==> src/rtl/burst_wrap_pkg.sv <==
package burst_wrap_pkg;

  typedef enum logic [1:0] {
    SRC_ARRAY  = 2'd0,
    SRC_ID     = 2'd1,
    SRC_STATUS = 2'd2
  } src_e;

  typedef enum logic [1:0] {
    CNT_POW2 = 2'd0,
    CNT_MODN = 2'd1,
    CNT_HOLD = 2'd2
  } cnt_mode_e;

  typedef enum logic [2:0] {
    ST_IDLE   = 3'd0,
    ST_LEN    = 3'd1,
    ST_ADDR   = 3'd2,
    ST_DUMMY  = 3'd3,
    ST_ARRAY  = 3'd4,
    ST_ID     = 3'd5,
    ST_STATUS = 3'd6,
    ST_HOLD   = 3'd7
  } state_e;

endpackage

==> src/rtl/burst_len_reg.sv <==
module burst_len_reg #(
  parameter int ADDR_W   = 24,
  parameter int CODE_W   = 2,
  parameter int MIN_LOG2 = 3
) (
  input  logic              clk,
  input  logic              rst_n,
  input  logic              wr_en,
  input  logic [CODE_W-1:0] wr_code,
  output logic [ADDR_W-1:0] win_mask
);

  logic [CODE_W-1:0] code_q;

  always_ff @(posedge clk or negedge rst_n) begin
    if (!rst_n)     code_q <= '0;
    else if (wr_en) code_q <= wr_code;
  end

  // One mask bit per address bit: set below log2 of the window.
  for (genvar g = 0; g < ADDR_W; g++) begin : g_mask
    assign win_mask[g] = (g < (MIN_LOG2 + int'(code_q)));
  end

  assert_len_hold_R2: assert property (@(posedge clk) disable iff (!rst_n)
    !wr_en |=> $stable(code_q));

endmodule

==> src/rtl/wrap_counter.sv <==
module wrap_counter
  import burst_wrap_pkg::*;
#(
  parameter int ADDR_W = 24,
  parameter int ID_N   = 3
) (
  input  logic              clk,
  input  logic              rst_n,
  input  logic              load,
  input  logic [ADDR_W-1:0] load_val,
  input  logic              step,
  input  cnt_mode_e         mode,
  input  logic [ADDR_W-1:0] mask,
  output logic [ADDR_W-1:0] q
);

  localparam logic [ADDR_W-1:0] ID_LAST = ADDR_W'(ID_N - 1);

  logic [ADDR_W-1:0] inc;
  logic [ADDR_W-1:0] nxt;

  assign inc = q + 1'b1;

  always_comb begin
    case (mode)
      CNT_POW2: nxt = (q & ~mask) | (inc & mask);
      CNT_MODN: nxt = (q == ID_LAST) ? '0 : inc;
      default:  nxt = q;
    endcase
  end

  always_ff @(posedge clk or negedge rst_n) begin
    if (!rst_n)    q <= '0;
    else if (load) q <= load_val;
    else if (step) q <= nxt;
  end

  assert_high_fixed_R4: assert property (@(posedge clk) disable iff (!rst_n)
    (step && !load && mode == CNT_POW2) |=> (((q ^ $past(q)) & ~$past(mask)) == '0));

  assert_id_range_R6: assert property (@(posedge clk) disable iff (!rst_n)
    (mode == CNT_MODN) |-> (q <= ID_LAST));

endmodule

==> src/rtl/burst_cmd_fsm.sv <==
module burst_cmd_fsm
  import burst_wrap_pkg::*;
#(
  parameter int          ADDR_W       = 24,
  parameter int          CODE_W       = 2,
  parameter int          DATA_W       = 8,
  parameter logic [7:0]  OP_SET_LEN   = 8'hC0,
  parameter logic [7:0]  OP_WRAP_READ = 8'h0C,
  parameter logic [7:0]  OP_ID_READ   = 8'hAF,
  parameter logic [7:0]  OP_STATUS    = 8'h05
) (
  input  logic              clk,
  input  logic              rst_n,
  input  logic              cs_n,
  input  logic              op_valid,
  input  logic [7:0]        op_code,
  input  logic              data_valid,
  input  logic [DATA_W-1:0] data_byte,
  input  logic              addr_valid,
  input  logic [ADDR_W-1:0] addr_in,
  input  logic              dummy_done,
  input  logic              out_ready,
  output logic              len_wr,
  output logic [CODE_W-1:0] len_code,
  output logic              cnt_load,
  output logic [ADDR_W-1:0] cnt_load_val,
  output logic              cnt_step,
  output cnt_mode_e         cnt_mode,
  output logic              out_valid,
  output src_e              out_src
);

  state_e st, st_nxt;
  logic   streaming;

  always_comb begin
    st_nxt       = st;
    len_wr       = 1'b0;
    cnt_load     = 1'b0;
    cnt_load_val = '0;
    if (cs_n) begin
      st_nxt = ST_IDLE;
    end else begin
      case (st)
        ST_IDLE: if (op_valid) begin
          if (op_code == OP_SET_LEN)        st_nxt = ST_LEN;
          else if (op_code == OP_WRAP_READ) st_nxt = ST_ADDR;
          else if (op_code == OP_ID_READ) begin
            st_nxt   = ST_ID;
            cnt_load = 1'b1;
          end else if (op_code == OP_STATUS) begin
            st_nxt   = ST_STATUS;
            cnt_load = 1'b1;
          end else                          st_nxt = ST_HOLD;
        end
        ST_LEN: if (data_valid) begin
          len_wr = 1'b1;
          st_nxt = ST_HOLD;
        end
        ST_ADDR: if (addr_valid) begin
          cnt_load     = 1'b1;
          cnt_load_val = addr_in;
          st_nxt       = ST_DUMMY;
        end
        ST_DUMMY: if (dummy_done) st_nxt = ST_ARRAY;
        default: ;
      endcase
    end
  end

  always_ff @(posedge clk or negedge rst_n) begin
    if (!rst_n) st <= ST_IDLE;
    else        st <= st_nxt;
  end

  assign len_code  = data_byte[CODE_W-1:0];
  assign streaming = (st == ST_ARRAY) || (st == ST_ID) || (st == ST_STATUS);
  assign out_valid = streaming && !cs_n;
  assign cnt_step  = out_valid && out_ready;

  always_comb begin
    case (st)
      ST_ID:     begin out_src = SRC_ID;     cnt_mode = CNT_MODN; end
      ST_STATUS: begin out_src = SRC_STATUS; cnt_mode = CNT_HOLD; end
      ST_ARRAY:  begin out_src = SRC_ARRAY;  cnt_mode = CNT_POW2; end
      default:   begin out_src = SRC_ARRAY;  cnt_mode = CNT_HOLD; end
    endcase
  end

  assert_cs_idle_R8: assert property (@(posedge clk) disable iff (!rst_n)
    cs_n |=> (st == ST_IDLE));

  assert_no_reop_R9: assert property (@(posedge clk) disable iff (!rst_n)
    (st != ST_IDLE && !cs_n) |=> (st != ST_IDLE));

endmodule

==> src/rtl/burst_wrap_addr_gen.sv <==
module burst_wrap_addr_gen
  import burst_wrap_pkg::*;
#(
  parameter int         ADDR_W       = 24,
  parameter int         CODE_W       = 2,
  parameter int         MIN_LOG2     = 3,
  parameter int         ID_N         = 3,
  parameter logic [7:0] OP_SET_LEN   = 8'hC0,
  parameter logic [7:0] OP_WRAP_READ = 8'h0C,
  parameter logic [7:0] OP_ID_READ   = 8'hAF,
  parameter logic [7:0] OP_STATUS    = 8'h05
) (
  input  logic              clk,
  input  logic              rst_n,
  input  logic              cs_n,
  input  logic              op_valid,
  input  logic [7:0]        op_code,
  input  logic              data_valid,
  input  logic [7:0]        data_byte,
  input  logic              addr_valid,
  input  logic [ADDR_W-1:0] addr_in,
  input  logic              dummy_done,
  output logic              rd_valid,
  input  logic              rd_ready,
  output logic [ADDR_W-1:0] rd_addr,
  output logic [1:0]        rd_src
);

  localparam int DATA_W = 8;

  logic              len_wr;
  logic [CODE_W-1:0] len_code;
  logic [ADDR_W-1:0] win_mask;
  logic              cnt_load;
  logic [ADDR_W-1:0] cnt_load_val;
  logic              cnt_step;
  cnt_mode_e         cnt_mode;
  src_e              src;

  burst_cmd_fsm #(
    .ADDR_W(ADDR_W), .CODE_W(CODE_W), .DATA_W(DATA_W),
    .OP_SET_LEN(OP_SET_LEN), .OP_WRAP_READ(OP_WRAP_READ),
    .OP_ID_READ(OP_ID_READ), .OP_STATUS(OP_STATUS)
  ) u_fsm (
    .clk(clk), .rst_n(rst_n), .cs_n(cs_n),
    .op_valid(op_valid), .op_code(op_code),
    .data_valid(data_valid), .data_byte(data_byte),
    .addr_valid(addr_valid), .addr_in(addr_in),
    .dummy_done(dummy_done), .out_ready(rd_ready),
    .len_wr(len_wr), .len_code(len_code),
    .cnt_load(cnt_load), .cnt_load_val(cnt_load_val),
    .cnt_step(cnt_step), .cnt_mode(cnt_mode),
    .out_valid(rd_valid), .out_src(src)
  );

  burst_len_reg #(
    .ADDR_W(ADDR_W), .CODE_W(CODE_W), .MIN_LOG2(MIN_LOG2)
  ) u_len (
    .clk(clk), .rst_n(rst_n), .wr_en(len_wr), .wr_code(len_code),
    .win_mask(win_mask)
  );

  wrap_counter #(
    .ADDR_W(ADDR_W), .ID_N(ID_N)
  ) u_cnt (
    .clk(clk), .rst_n(rst_n), .load(cnt_load), .load_val(cnt_load_val),
    .step(cnt_step), .mode(cnt_mode), .mask(win_mask), .q(rd_addr)
  );

  assign rd_src = src;

  assert_hold_R5: assert property (@(posedge clk) disable iff (!rst_n)
    (rd_valid && !rd_ready) |=> (cs_n || (rd_valid && rd_addr == $past(rd_addr))));

  assert_status_zero_R7: assert property (@(posedge clk) disable iff (!rst_n)
    (rd_valid && rd_src == 2'd2) |-> (rd_addr == '0));

endmodule

==> config.mk <==
export PLATFORM = sky130hd
export DESIGN_NAME = burst_wrap_addr_gen
export DESIGN_NICKNAME = d
export VERILOG_FILES = /design/src/rtl/burst_wrap_pkg.sv /design/src/rtl/burst_len_reg.sv /design/src/rtl/wrap_counter.sv /design/src/rtl/burst_cmd_fsm.sv /design/src/rtl/burst_wrap_addr_gen.sv
export SDC_FILE = /design/constraint.sdc
export NUM_CORES = 1
export LEC_CHECK = 0
export BUFFER_PORTS_ARGS = -buffer_cell sky130_fd_sc_hd__buf_4
export CORE_MARGIN = 2
export CORE_UTILIZATION = 40
export DETAILED_ROUTE_END_ITERATION = 16
export GPL_TIMING_DRIVEN = 0
export MAX_ROUTING_LAYER = met4
export PLACE_DENSITY = 0.65
export SLEW_MARGIN = 0
export SYNTH_ARGS = -nofsm -noshare
export SYNTH_HDL_FRONTEND = slang
export SYNTH_SLANG_ARGS = --single-unit
==> constraint.sdc <==
create_clock -name clk -period 1.95 [get_ports clk]
set_input_delay 0.195 -clock clk [delete_from_list [all_inputs] [get_ports clk]]
set_output_delay 0.195 -clock clk [all_outputs]
set_load 0.05 [all_outputs]
# --- Yosys cells after proc, flatten, opt, wreduce, memory -nomap -nowiden ---
# Index checks and enable logic that the tools add are counted.
op_classes:
  n_eq_ne: 16
  bitwise: 4
  muxes: 30
  n_lt_le_gt_ge: 24
  reduce_logical: 12
  addsub: 2
op_table:
  columns: ["op", "count"]
  rows:
  - ["5-bit by 32-bit less-than comparator with 1-bit output (first input constant)", 8]
  - ["6-bit by 32-bit less-than comparator with 1-bit output (first input constant)", 8]
  - ["24-bit 2-to-1 mux", 6]
  - ["4-bit by 32-bit less-than comparator with 1-bit output (first input constant)", 4]
  - ["3-bit by 32-bit less-than comparator with 1-bit output (first input constant)", 2]
  - ["24-bit AND", 2]
  - ["24-bit one-hot mux with 2 select lines", 1]
  - ["1-bit by 32-bit less-than comparator with 1-bit output (first input constant)", 1]
  - ["2-bit by 32-bit less-than comparator with 1-bit output (first input constant)", 1]
  - ["24-bit by 1-bit adder with 24-bit output (second input constant)", 1]
  - ["24-bit by 2-bit == test with 1-bit output (second input constant)", 1]
  - ["3-bit 2-to-1 mux", 8]
  - ["24-bit NOT", 1]
  - ["24-bit OR", 1]
  - ["8-bit == test (second input constant)", 2]
  - ["3-bit inequality test (second input constant)", 4]
  - ["3-bit one-hot mux with 4 select lines", 1]
  - ["1-bit 2-to-1 mux", 11]
  - ["3-bit == test (second input constant)", 3]
  - ["8-bit by 3-bit == test with 1-bit output (second input constant)", 1]
  - ["8-bit by 4-bit == test with 1-bit output (second input constant)", 1]
  - ["2-bit one-hot mux with 2 select lines", 2]
  - ["3-bit by 2-bit == test with 1-bit output (second input constant)", 2]
  - ["5-bit AND reduction", 1]
  - ["13 further kinds", 15]
totals:
  regBits: 29
  out_inout_bits: 27
  inputBits: 48
  word_cells: 91

# --- Depth between registers and ports, before layout ---
# Gate-level depths: netlist of the first run.
depth:
  ltp_word: 10
  depth_mapped: 8
  mapped_depth_nobuf: 7

# --- By module ---
# A second synthesis of the first run with hierarchy kept.
hier_totals:
  cells_unflattened: 327
  hier_area_um2: 2601.2
modules_own_cells:
  columns: ["mod", "n_inst", "cells_per_inst", "seq_area_each_um2", "area_each_um2"]
  rows:
  - ["wrap_counter", 1, 213, 600.6, 1762.9]
  - ["burst_cmd_fsm", 1, 80, 75.1, 555.5]
  - ["burst_len_reg", 1, 34, 50.0, 282.8]

# --- Least setup slack after synthesis of the first run ---
# OpenSTA, ideal clock, no wires.
synth_path:
  kind: "register -> register"
  start: "register u_cnt.q[0]"
  end: "register u_cnt.q[20]"
  period_less_slack_ns: 2.256
  stages_incl_launch_ff: 7
  slack_ns: -0.306
  t_arrival_ns: 2.131
  n_path_buf: 0
  required_time_ns: 1.824
  path_cell_list: "dfrtp_1 > ha_1 > nand3_1 > or4_4 > nor2_1 > o22ai_1 > a221o_1"
synth_via:
  elab_chain_cells: 6
  elab_cells_between_ends: 8
synth_rtl:
  columns: ["item", "line", "source"]
  rows:
  - ["start, declared", "wrap_counter.sv:14", "output logic [ADDR_W-1:0] q"]
  - ["start signal, assigned", "wrap_counter.sv:34", "else if (load) q <= load_val;"]
  - ["start signal, assigned", "wrap_counter.sv:35", "else if (step) q <= nxt;"]
  - ["24-bit by 1-bit adder with 24-bit output", "wrap_counter.sv:22", "assign inc = q + 1'b1;"]
  - ["24-bit AND", "wrap_counter.sv:26", "CNT_POW2: nxt = (q & ~mask) | (inc & mask);"]
  - ["24-bit OR", "wrap_counter.sv:26", null]
  - ["24-bit one-hot mux with 2 select lines *", "wrap_counter.sv:25", "case (mode)"]
  - ["24-bit 2-to-1 mux *", "wrap_counter.sv:35", null]
  - ["24-bit 2-to-1 mux *", "wrap_counter.sv:34", null]
# Mark *: on every way between the ends. The rest lies on a longest branch, timed or not. The select of a mux whose other input is x is not followed.
# A chain may end at the register's enable or synchronous reset.

# --- Worst setup path after layout of the first run ---
layout_path:
  start: "register u_cnt.q[15]"
  end: "register u_cnt.q[8]"
layout_via:
  elab_chain_cells: 5
layout_rtl:
  columns: ["item", "line", "source"]
  rows:
  - ["24-bit by 2-bit == test with 1-bit output", "wrap_counter.sv:27", "CNT_MODN: nxt = (q == ID_LAST) ? '0 : inc;"]
  - ["24-bit 2-to-1 mux", "wrap_counter.sv:27", null]
  - ["24-bit one-hot mux with 2 select lines", "wrap_counter.sv:25", null]
  - ["24-bit 2-to-1 mux", "wrap_counter.sv:35", null]
  - ["24-bit 2-to-1 mux", "wrap_counter.sv:34", null]
# No other way between the ends. The select of a mux whose other input is x is not followed.

==> parameters.txt, run 1 <==
Parameter                              Value

Run status
  Status    complete, but fails checks
  Violated checks    setup timing

Timing
  Hold Vio Cnt, Final    0
  Count of endpoints failing setup in the final report    18
  Actual transition at the worst max-transition pin    between 400 and 500 ps
  Min setup slack post-route    -96.8 ps
  Final clock skew    between 10 and 15 ps
  Unrepaired setup endpoints after global routing    true
  Relative slew margins    approximately 71%
  Fmax    a little under 500 MHz
  Max Transition Viols Final    0
  Fin Hold WS    ~110 ps
  Min cycle time layout    2050 ps
  Tcrit/Tclk final    105%

GRT
  GRT Resource Usage Total    between 20% and 30%
  Sum of overflow across all layers after global routing    0
  Initial antenna violation count    0
  Largest net degree at the start of global routing    30
  Vias in the first global route    ~2500
  First-pass GRT wire length    12300 um

Place
  Number of buffer cells added on primary ports    between 60 and 70
  Detailed placer's ending HPWL    roughly 5300 um
  Cell count after placement    ~410
  Routability cong.    between 0.9 and 1

Yosys
  Ys Warns    0
  Cell area after technology mapping    2300 um2
  Sequential share of the synthesized area    about a third
  Fraction of synthesis flops using an asynchronous set or reset pin    100%
  Main area contributors after synthesis    sky130_fd_sc_hd__dfrtp_1 32%, sky130_fd_sc_hd__o22ai_1 4.9%, sky130_fd_sc_hd__nand2_1 4.2%
  Leading register cell type out of synthesis    sky130_fd_sc_hd__dfrtp_1
  Flip-flop and latch count after synthesis    29
  Largest area contributor in the netlist    sky130_fd_sc_hd__dfrtp_1
  Number of flops mapped to enable cells by yosys    0
  Cells after Synth    265
  Post-Syn Nets    roughly 320
  Synth Area per Inst    ~8.7 um2
  Netlist cell types    60
  Top-area cell type share of the netlist area    31.6%

Drt
  Average wire per cell in the routed design    18.0 um
  Antenna Nets Post-Route    0
  Initial DRC Count    240
  Vias    2691
  Drt drc    0
  Aggregate routed wire length    just under 8000 um
  Number of iterations in the first detailed-routing pass    5
  Vias per Instance    6.12

Die
  Std-Cell Rows    27
  Full die area    6360 um2
  Top-level port count    75
  Horizontal extent of the die    about 80 um
  Standard cell core area    roughly 5500 um2
  Initial Util    between 40% and 50%
  Height of the die    79.8 um

Worst setup path
  CP Launch Type    flip-flop
  Data required time of the critical path    2130 ps
  Depth of the worst register-to-register path    7
  CP Class    reg2reg
  Critical-path maximum fanout    9
  Data arrival time of the worst path    roughly 2200 ps
  Kind of capture point of the worst setup path    flip-flop

Final layout
  Post-route non-filler standard cell count    440
  Final core utilization    approximately 62%
  Number of fill cells    between 500 and 600
  Most frequent standard cell in the layout excluding fill and tap cells    sky130_fd_sc_hd__buf_4
  Number of nets in the layout    420
  Signed area change from the synthesized netlist to the final layout    49.9%
  Top library cells by usage in the layout, fill and taps aside    95 x sky130_fd_sc_hd__buf_4, 25 x sky130_fd_sc_hd__nand2_1, 18 x sky130_fd_sc_hd__dfrtp_2
  Ratio of cells with drive above 1 in the final layout    ~46%
  Antenna cell count    0

CTS
  H-Tree Depth    2
  Clock tree from TritonCTS    done
  Root Buffer    sky130_fd_sc_hd__clkbuf_8
  Number of clock buffers inserted by TritonCTS    5
  Buffer levels on the longest clock path    2
  Insertion delay of the later-clocked pin in the worst-skew pair    around 300 ps
  Clock tree sinks    29
  Clock edge transition at the registers on the reported setup and hold paths    roughly 70 ps

Pwr
  Reported leakage power    1.46 nW
  Worst IR drop on VDD    0.000726 V
  Power per cell area    between 1000 and 1500 nW/um2

Worst hold path
  Min-Delay Path Class    in2reg
  Depth of the worst hold-timing path    3

Run
  Number of max-cap violations    0
[final timing paths]
check | slack (ps) | startpoint | endpoint
hold / removal | 110 | data_byte[0] | u_len.code_q[0]
hold reg to reg | 600 | u_len.code_q[1] | u_len.code_q[1]
setup reg to reg | -100 | u_cnt.q[15] | u_cnt.q[8]
max in group asynchronous | 1250 | rst_n | asynchronous set/reset pin
min in group asynchronous | 370 | rst_n | u_cnt.q[7]
setup / recovery | -100 | u_cnt.q[15] | u_cnt.q[8]
[cell usage after synthesis, types with 3 or more instances]
master	count
sky130_fd_sc_hd__a2111oi_0	5
sky130_fd_sc_hd__a211oi_1	3
sky130_fd_sc_hd__a21oi_1	9
sky130_fd_sc_hd__a221o_1	8
sky130_fd_sc_hd__a22o_1	9
sky130_fd_sc_hd__and2_1	12
sky130_fd_sc_hd__and3_1	8
sky130_fd_sc_hd__buf_2	9
sky130_fd_sc_hd__dfrtp_1	29
sky130_fd_sc_hd__ha_1	5
sky130_fd_sc_hd__inv_1	8
sky130_fd_sc_hd__nand2_1	26
sky130_fd_sc_hd__nand2b_1	5
sky130_fd_sc_hd__nand3_1	9
sky130_fd_sc_hd__nand4_1	10
sky130_fd_sc_hd__nor2_1	9
sky130_fd_sc_hd__nor2b_1	3
sky130_fd_sc_hd__nor3_1	10
sky130_fd_sc_hd__nor4_1	9
sky130_fd_sc_hd__o211ai_1	3
sky130_fd_sc_hd__o21a_1	3
sky130_fd_sc_hd__o21ai_0	8
sky130_fd_sc_hd__o22ai_1	18
sky130_fd_sc_hd__o31ai_1	4
[what timing repair did]
item | 4_1_cts | 5_1_grt
hold buffers | 1 | 0
buffers inserted | 15 | 10
gates cloned | 1 | 0
gates resized for setup | 19 | 23
endpoints found under the setup margin | 23 | 23
pin swaps | 6 | 10
hold endpoints to repair | 29 | 0
[critical path, stage by stage, from the launching register on]
cell and delay [ps]:
sky130_fd_sc_hd__dfrtp_2 470, sky130_fd_sc_hd__nor4_1 300, sky130_fd_sc_hd__nand4_1 240, sky130_fd_sc_hd__o21ai_4 290, sky130_fd_sc_hd__buf_6 180, sky130_fd_sc_hd__buf_6 100
sky130_fd_sc_hd__o22ai_2 50, sky130_fd_sc_hd__a221o_1 290
[cell families after synthesis]
group | Yosys count | share of synthesized area (%)
compound gates | 84 | 27.1
buf+inv | 23 | 5.34
mux | 2 | 1.42
simple gates | 122 | 31.8
fa+ha+maj | 5 | 2.72
flops | 29 | 31.6
[routing by layer]
layer / global-route usage (%) / vias to the layer above / share of wire (%)
met3: 4.19 / 9 / 6.4
li1: - / 1261 / -
met4: 7.80 / 0 / 1.4
met2: 40.6 / 120 / 48
met1: 33.9 / 1301 / 44
met5: - / - / 0
[where the power goes]
group | internal, mW | leakage, nW | switching (mW)
registers | 0.812 | 0.351 | 0.355
clock network | 0.288 | 0.0455 | 0.251
logic | 0.811 | 1.07 | 1.16
[through the flow]
| stage | instance area, um2 | setup slack (ps) | setup TNS (ps) | power, mW |
|---|---|---|---|---|
| 3_3_place_gp | 2960 | -161 | -1810 | 2.80 |
| 2_1_floorplan | 2360 | -25.2 | -152 | 2.25 |
| 3_5_place_dp | 2960 | -166 | -2110 | 2.82 |
| 6_report | 3440 | -96.8 | -1060 | 3.67 |
| 5_1_grt | 3440 | -178 | -2510 | 3.85 |
| 4_1_cts | 3260 | -22.0 | -56.7 | 3.54 |
[area by class of cell]
class                   instances  area (um2)  share of cell area, %
multi-input cells             213        1630                   47.4
flip-flops and latches         29         748                   21.7
repair buffers                 95         732                   21.2
plain buffers                  14         119                   3.45
clock buffers                   8        90.1                   2.62
well taps                      72        90.1                   2.62
inverters                       9        33.8                  0.981
No activity file was read; power rests on OpenSTA's default activity.
==> inputs of run 2 (changes only) <==
--- a/config.mk
+++ b/config.mk
@@ -12,6 +12,7 @@
 export GPL_TIMING_DRIVEN = 0
 export MAX_ROUTING_LAYER = met4
 export PLACE_DENSITY = 0.65
+export REMOVE_ABC_BUFFERS = 1
 export SLEW_MARGIN = 0
 export SYNTH_ARGS = -nofsm -noshare
 export SYNTH_HDL_FRONTEND = slang
==> run 2 against run 1 <==
Net effect: the run still ends with setup timing left; clock skew is 8.2 ps lower; clock-buffer cell count fell by 1; worst hold slack lost 11 ps; global-route usage is 0.28 points lower; worst setup slack improved by 13 ps; clock power shrank 2%; wire length is 3.1% lower; via count down 3.3%; critical endpoint is now u_cnt.q[19]; largest power group unchanged.
==> parameters.txt, run 2 (synthesis gave the netlist of run 1 again) <==
Parameter                              Value

Pwr
  Reported leakage power    about 1.4 nW
  Total Power Consumption    approximately 3.6 mW
  Worst IR drop on VDD    0.000600 V
  Power per cell area    ~1100 nW/um2

GRT
  First-pass GRT wire length    approximately 12000 um
  GRT met2 Usage    around 40%
  Sum of overflow across all layers after global routing    0
  GRT Resource Usage Total    25.3%
  Met3 Usage GRT    ~4.2%
  Vias in the first global route    2453
  Initial antenna violation count    0
  Routing usage on met1    between 30% and 40%
  Largest net degree at the start of global routing    30
  Layer with the highest usage after global routing    met2

Timing
  Hold Vio Cnt, Final    0
  Final clock skew    around 3.7 ps
  Actual transition at the worst max-transition pin    approximately 440 ps
  Unrepaired setup endpoints after global routing    true
  Tcrit/Tclk final    104%
  Max Transition Viols Final    0
  Total negative slack    -780 ps
  Count of endpoints failing setup in the final report    18
  Min cycle time layout    slightly above 2000 ps
  Min setup slack post-route    -83.8 ps
  Fmax    about 490 MHz
  Relative slew margins    approximately 70%

Place
  Routability cong.    between 0.8 and 0.9
  Number of buffer cells added on primary ports    68
  Detailed placer's ending HPWL    between 4000 and 5000 um

Die
  Std-Cell Rows    27
  Height of the die    around 80 um
  Standard cell core area    around 5500 um2
  Top-level port count    75
  Horizontal extent of the die    ~80 um
  Initial Util    41.5%
  Full die area    6360 um2

CTS
  Buffer levels on the longest clock path    2
  Root Buffer    sky130_fd_sc_hd__clkbuf_8
  Clock tree from TritonCTS    done
  Insertion delay of the later-clocked pin in the worst-skew pair    about 290 ps
  Clock edge transition at the registers on the reported setup and hold paths    about 60 ps
  Clock tree sinks    29
  Number of clock buffers inserted by TritonCTS    5
  H-Tree Depth    2

Worst setup path
  Critical Path Max Stage Delay    between 400 and 500 ps
  CP Class    reg2reg
  CP Launch Type    flip-flop
  Slowest stage cell on the critical path    sky130_fd_sc_hd__dfrtp_2
  Data required time of the critical path    approximately 2100 ps
  Data arrival time of the worst path    between 2000 and 2500 ps
  Critical-path maximum fanout    7
  Kind of capture point of the worst setup path    flip-flop
  Sequence of cells on the critical path    inv_2 -> ha_4 -> nor4b_4 -> nand4_1 -> o21ai_4 -> buf_12 -> buf_8 -> o22ai_2 -> a221o_1

Drt
  Drt drc    0
  Number of iterations in the first detailed-routing pass    4
  Antenna Nets Post-Route    0
  Aggregate routed wire length    7690 um
  Average wire per cell in the routed design    around 18 um
  Initial DRC Count    195
  Vias    2603
  Vias per Instance    between 6 and 7

Run
  Number of max-cap violations    0

Run status
  Status    complete, but fails checks
  Violated checks    setup timing

Final layout
  Signed area change from the synthesized netlist to the final layout    46.9%
  Most frequent standard cell in the layout excluding fill and tap cells    sky130_fd_sc_hd__buf_4
  Top library cells by usage in the layout, fill and taps aside    80 x sky130_fd_sc_hd__buf_4, 25 x sky130_fd_sc_hd__nand2_1, 21 x sky130_fd_sc_hd__dfrtp_1
  Ratio of cells with drive above 1 in the final layout    a little over two fifths
  Number of nets in the layout    404
  Number of fill cells    about 480
  Antenna cell count    0

Worst hold path
  Min-Delay Path Class    in2reg
[run 2: changes by cell type in the layout (fill, tap and decap cells not counted), sizes merged]
cell and delta:
and3 +1, buf -13, clkbuf -6, o21ai +1
[run 2: what timing repair did]
action | CTS | global route
setup endpoints to repair | 23 | 21
pin swaps | 18 | 14
gates cloned | 2 | 0
hold buffers | 1 | 0
hold endpoints to repair | 29 | 0
gates resized for setup | 40 | 25
buffers inserted | 21 | 1
[run 2: path summary, 6_finish.rpt]
path / start / endpoint / slack, ps / depth (start not counted)
min in group asynchronous: rst_n / u_cnt.q[9] / 370 / 2
worst min register to register: u_len.code_q[1] / u_len.code_q[1] / 600 / 2
worst min-delay path: cs_n / u_fsm.st[2] / 100 / 2
max in group asynchronous: rst_n / u_fsm.st[0] / 1260 / 2
worst max register to register: u_cnt.q[0] / u_cnt.q[19] / -80 / 9
worst max-delay path: u_cnt.q[0] / u_cnt.q[19] / -80 / 9
[run 2: cell type report]
class / instances / area (um2) / share of cell area (%)
multi-input combinational: 215 / 1690 / 50.1
inverter: 9 / 33.8 / 1.00
sequential: 29 / 736 / 21.8
timing repair buffer: 91 / 739 / 21.9
clock buffer: 7 / 86.3 / 2.56
tap: 72 / 90.1 / 2.67
[run 2: routing by layer]
layer,part of all wire [%],wire length [um],vias to the layer above
met2,47,3640,103
met3,6.1,468,22
met5,0,0,-
met4,2.3,178,0
li1,-,-,1227
met1,44,3400,1251
[run 2: per-stage QoR]
step | area (um2) | hold slack (ps) | setup slack, ps | std cells | utilization (%)
after floorplan | 2210 | -101 | -645 | 251 | -
after global placement | 2810 | 154 | -957 | 391 | 50.7
after detailed placement | 2830 | 152 | -935 | 392 | 51.0
after CTS | 3260 | 96.9 | -6.40 | 423 | 58.9
after global routing | 3370 | 104 | -166 | 423 | 60.9
final | 3370 | 101 | -83.8 | 423 | 60.9
[run 2: worst max-delay path: cells and delay by family (launching register included)]
family,cells,cell delay (ps)
compound gates,3,600
simple gates,2,410
fa+ha+maj,1,130
buf+inv,3,350
flops,1,430
[run 2: report_power, final]
part | leakage [nW] | total (mW) | switching, mW | internal (mW)
registers | 0.365 | 1.20 | 0.397 | 0.799
clock network | 0.0443 | 0.526 | 0.246 | 0.280
logic | 1.00 | 1.85 | 1.10 | 0.748
==> inputs of run 3 (changes only) <==
--- a/config.mk
+++ b/config.mk
@@ -11,7 +11,7 @@
 export DETAILED_ROUTE_END_ITERATION = 16
 export GPL_TIMING_DRIVEN = 0
 export MAX_ROUTING_LAYER = met4
-export PLACE_DENSITY = 0.65
+export PLACE_DENSITY = 0.62
 export REMOVE_ABC_BUFFERS = 1
 export SLEW_MARGIN = 0
 export SYNTH_ARGS = -nofsm -noshare
==> constraint.sdc (replaced) <==
create_clock -name clk -period 2.6 [get_ports clk]
set_input_delay 0.26 -clock clk [delete_from_list [all_inputs] [get_ports clk]]
set_output_delay 0.26 -clock clk [all_outputs]
set_load 0.05 [all_outputs]
==> run 3 against run 2 <==
Net effect: the run now ends clean; sequential cell count unchanged; worst setup slack better by 290 ps; core utilization down 7.1 points; global-route usage down 1.7 points; critical path depth down 2; sequential power down 29%; via count down 5.6%; worst hold slack better by 67 ps; power down 29%; critical endpoint is now u_cnt.q[22]; largest cell class unchanged.
==> parameters.txt, run 3 (synthesis gave the netlist of run 1 again) <==
Parameter                              Value

Worst setup path
  Launching instance or port of the critical path    u_cnt.q[0]
  Worst path buffer plus inverter count    1
  CP Launch Type    flip-flop
  CP Class    reg2reg
  Critical Path Max Stage Delay    540 ps
  Sequence of cells on the critical path    inv_1 -> ha_1 -> nor4b_1 -> nand4_1 -> o21ai_4 -> a2111oi_0 -> a221o_1
  Critical-path maximum fanout    16
  Slowest stage cell on the critical path    sky130_fd_sc_hd__o21ai_4
  Kind of capture point of the worst setup path    flip-flop
  Startpoint of the lowest-slack register-to-register path    u_cnt.q[0]
  Data required time of the critical path    approximately 2800 ps
  Data arrival time of the worst path    2560 ps
  Family with the most delay on the worst path    compound AO/OA/AOI/OAI gates

Pwr
  Power per cell area    approximately 850 nW/um2
  Worst IR drop on VDD    between 0.0005 and 0.0006 V
  Reported leakage power    ~1.3 nW

Die
  Std-Cell Rows    27
  Horizontal extent of the die    79.8 um
  Initial Util    41.5%
  Top-level port count    75
  Standard cell core area    approximately 5500 um2
  Full die area    ~6400 um2
  Height of the die    roughly 80 um

Drt
  Antenna Nets Post-Route    0
  Initial DRC Count    roughly 190
  Drt drc    0
  Number of iterations in the first detailed-routing pass    4
  Average wire per cell in the routed design    17.0 um
  Vias per Instance    just over 6
  Vias    2458
  Aggregate routed wire length    6830 um

Timing
  Fin Hold WS    168 ps
  Hold Vio Cnt, Final    0
  Max Transition Viols Final    0
  Final clock skew    about 6.7 ps
  Unrepaired setup endpoints after global routing    false
  Tcrit/Tclk final    a little over 90%
  Count of endpoints failing setup in the final report    0
  Min cycle time layout    2390 ps
  Relative slew margins    a little over 60%
  Min setup slack post-route    about 210 ps
  Actual transition at the worst max-transition pin    around 570 ps
  Fmax    between 400 and 500 MHz

CTS
  Root Buffer    sky130_fd_sc_hd__clkbuf_8
  H-Tree Depth    2
  Buffer levels on the longest clock path    2
  Clock edge transition at the registers on the reported setup and hold paths    approximately 70 ps
  Clock tree from TritonCTS    done
  Clock tree sinks    29
  Number of clock buffers inserted by TritonCTS    5
  Insertion delay of the later-clocked pin in the worst-skew pair    around 280 ps

Run status
  Status    finished, final reports clean

Final layout
  Most frequent standard cell in the layout excluding fill and tap cells    sky130_fd_sc_hd__buf_4
  Top library cells by usage in the layout, fill and taps aside    68 x sky130_fd_sc_hd__buf_4, 29 x sky130_fd_sc_hd__dfrtp_1, 26 x sky130_fd_sc_hd__nand2_1
  Number of nets in the layout    between 300 and 400
  Signed area change from the synthesized netlist to the final layout    29.7%
  Ratio of cells with drive above 1 in the final layout    28.5%
  Antenna cell count    0
  Number of fill cells    570

Place
  Number of buffer cells added on primary ports    68
  Routability cong.    roughly 0.84
  Detailed placer's ending HPWL    approximately 4800 um
  Pre-CTS setup slack    -306 ps

GRT
  GRT Resource Usage Total    23.6%
  First-pass GRT wire length    approximately 12000 um
  Met3 Usage GRT    ~4.2%
  Vias in the first global route    ~2400
  Initial antenna violation count    0
  Routing usage on met1    32.2%
  Sum of overflow across all layers after global routing    0
  Layer with the highest usage after global routing    met2
  GRT met2 Usage    about 36%
  Largest net degree at the start of global routing    33

Worst hold path
  Worst hold path startpoint    cs_n
  Min-Delay Path Class    in2reg

Run
  Number of max-cap violations    0
run 3: cell count changes in the layout (fill, tap and decap cells not counted), moves of 4 or more:
cell	change
sky130_fd_sc_hd__buf_4	-12
sky130_fd_sc_hd__dfrtp_1	+8
sky130_fd_sc_hd__buf_6	-6
sky130_fd_sc_hd__nor3_1	+4
sky130_fd_sc_hd__dfrtp_2	-8
sky130_fd_sc_hd__a2111oi_0	+4
run 3: per-layer routing:
layer  share of wire (%)  vias to the layer above  wire length (um)
met1                  46                     1193              3140
met5                   0                        -                 0
met3                 5.8                        8               399
met4                 1.1                        0                74
li1                    -                     1187                 -
met2                  47                       70              3220
run 3: what timing repair did:
item                                   CTS  global route
setup endpoints to repair               18            18
endpoints found under the hold margin   29             0
pin swaps                                1             1
setup buffers                            0             0
gates cloned                             0             1
hold buffers                             1             0
gates resized for setup                  1             3
run 3: layout make-up:
cell class	count	area, um2	area share [%]
clock buffer	7	86.3	2.90
clock inverter	1	30.0	1.01
inverter	9	33.8	1.13
multi-input combinational	214	1480	49.7
sequential	29	726	24.4
tap	72	90.1	3.02
timing repair buffer	70	532	17.8
run 3: final timing paths:
check | endpoint | slack (ps) | cells past startpoint
worst min register to register | u_cnt.q[23] | 580 | 1
worst max register to register | u_cnt.q[22] | 210 | 7
worst min-delay path | u_fsm.st[2] | 170 | 2
worst max-delay path | u_cnt.q[22] | 210 | 7
min in group asynchronous | u_cnt.q[9] | 450 | 2
max in group asynchronous | u_fsm.st[2] | 1860 | 2
run 3: worst reg2reg max path: stages, from the launching register on:
cell and delay (ps):
sky130_fd_sc_hd__dfrtp_1 460, sky130_fd_sc_hd__inv_1 90, sky130_fd_sc_hd__ha_1 150, sky130_fd_sc_hd__nor4b_1 240, sky130_fd_sc_hd__nand4_1 340, sky130_fd_sc_hd__o21ai_4 540
sky130_fd_sc_hd__a2111oi_0 150, sky130_fd_sc_hd__a221o_1 310
run 3: metrics by stage:
stage                     total power [mW]  utilization (%)  TNS (ps)  instances  cell area, um2
after floorplan                       1.61                -         0        251            2210
after global placement                2.01             50.7     -5680        391            2810
after detailed placement              2.02             51.0     -2750        392            2820
after CTS                             2.53             53.4         0        401            2960
after global routing                  2.67             53.8         0        402            2980
final                                 2.52             53.8         0        402            2980
run 3: report_power, final:
group / total, mW / switching, mW / leakage [nW] / internal [mW]
clock network: 0.493 / 0.181 / 0.0585 / 0.312
logic: 1.17 / 0.744 / 0.841 / 0.430
registers: 0.857 / 0.265 / 0.377 / 0.592
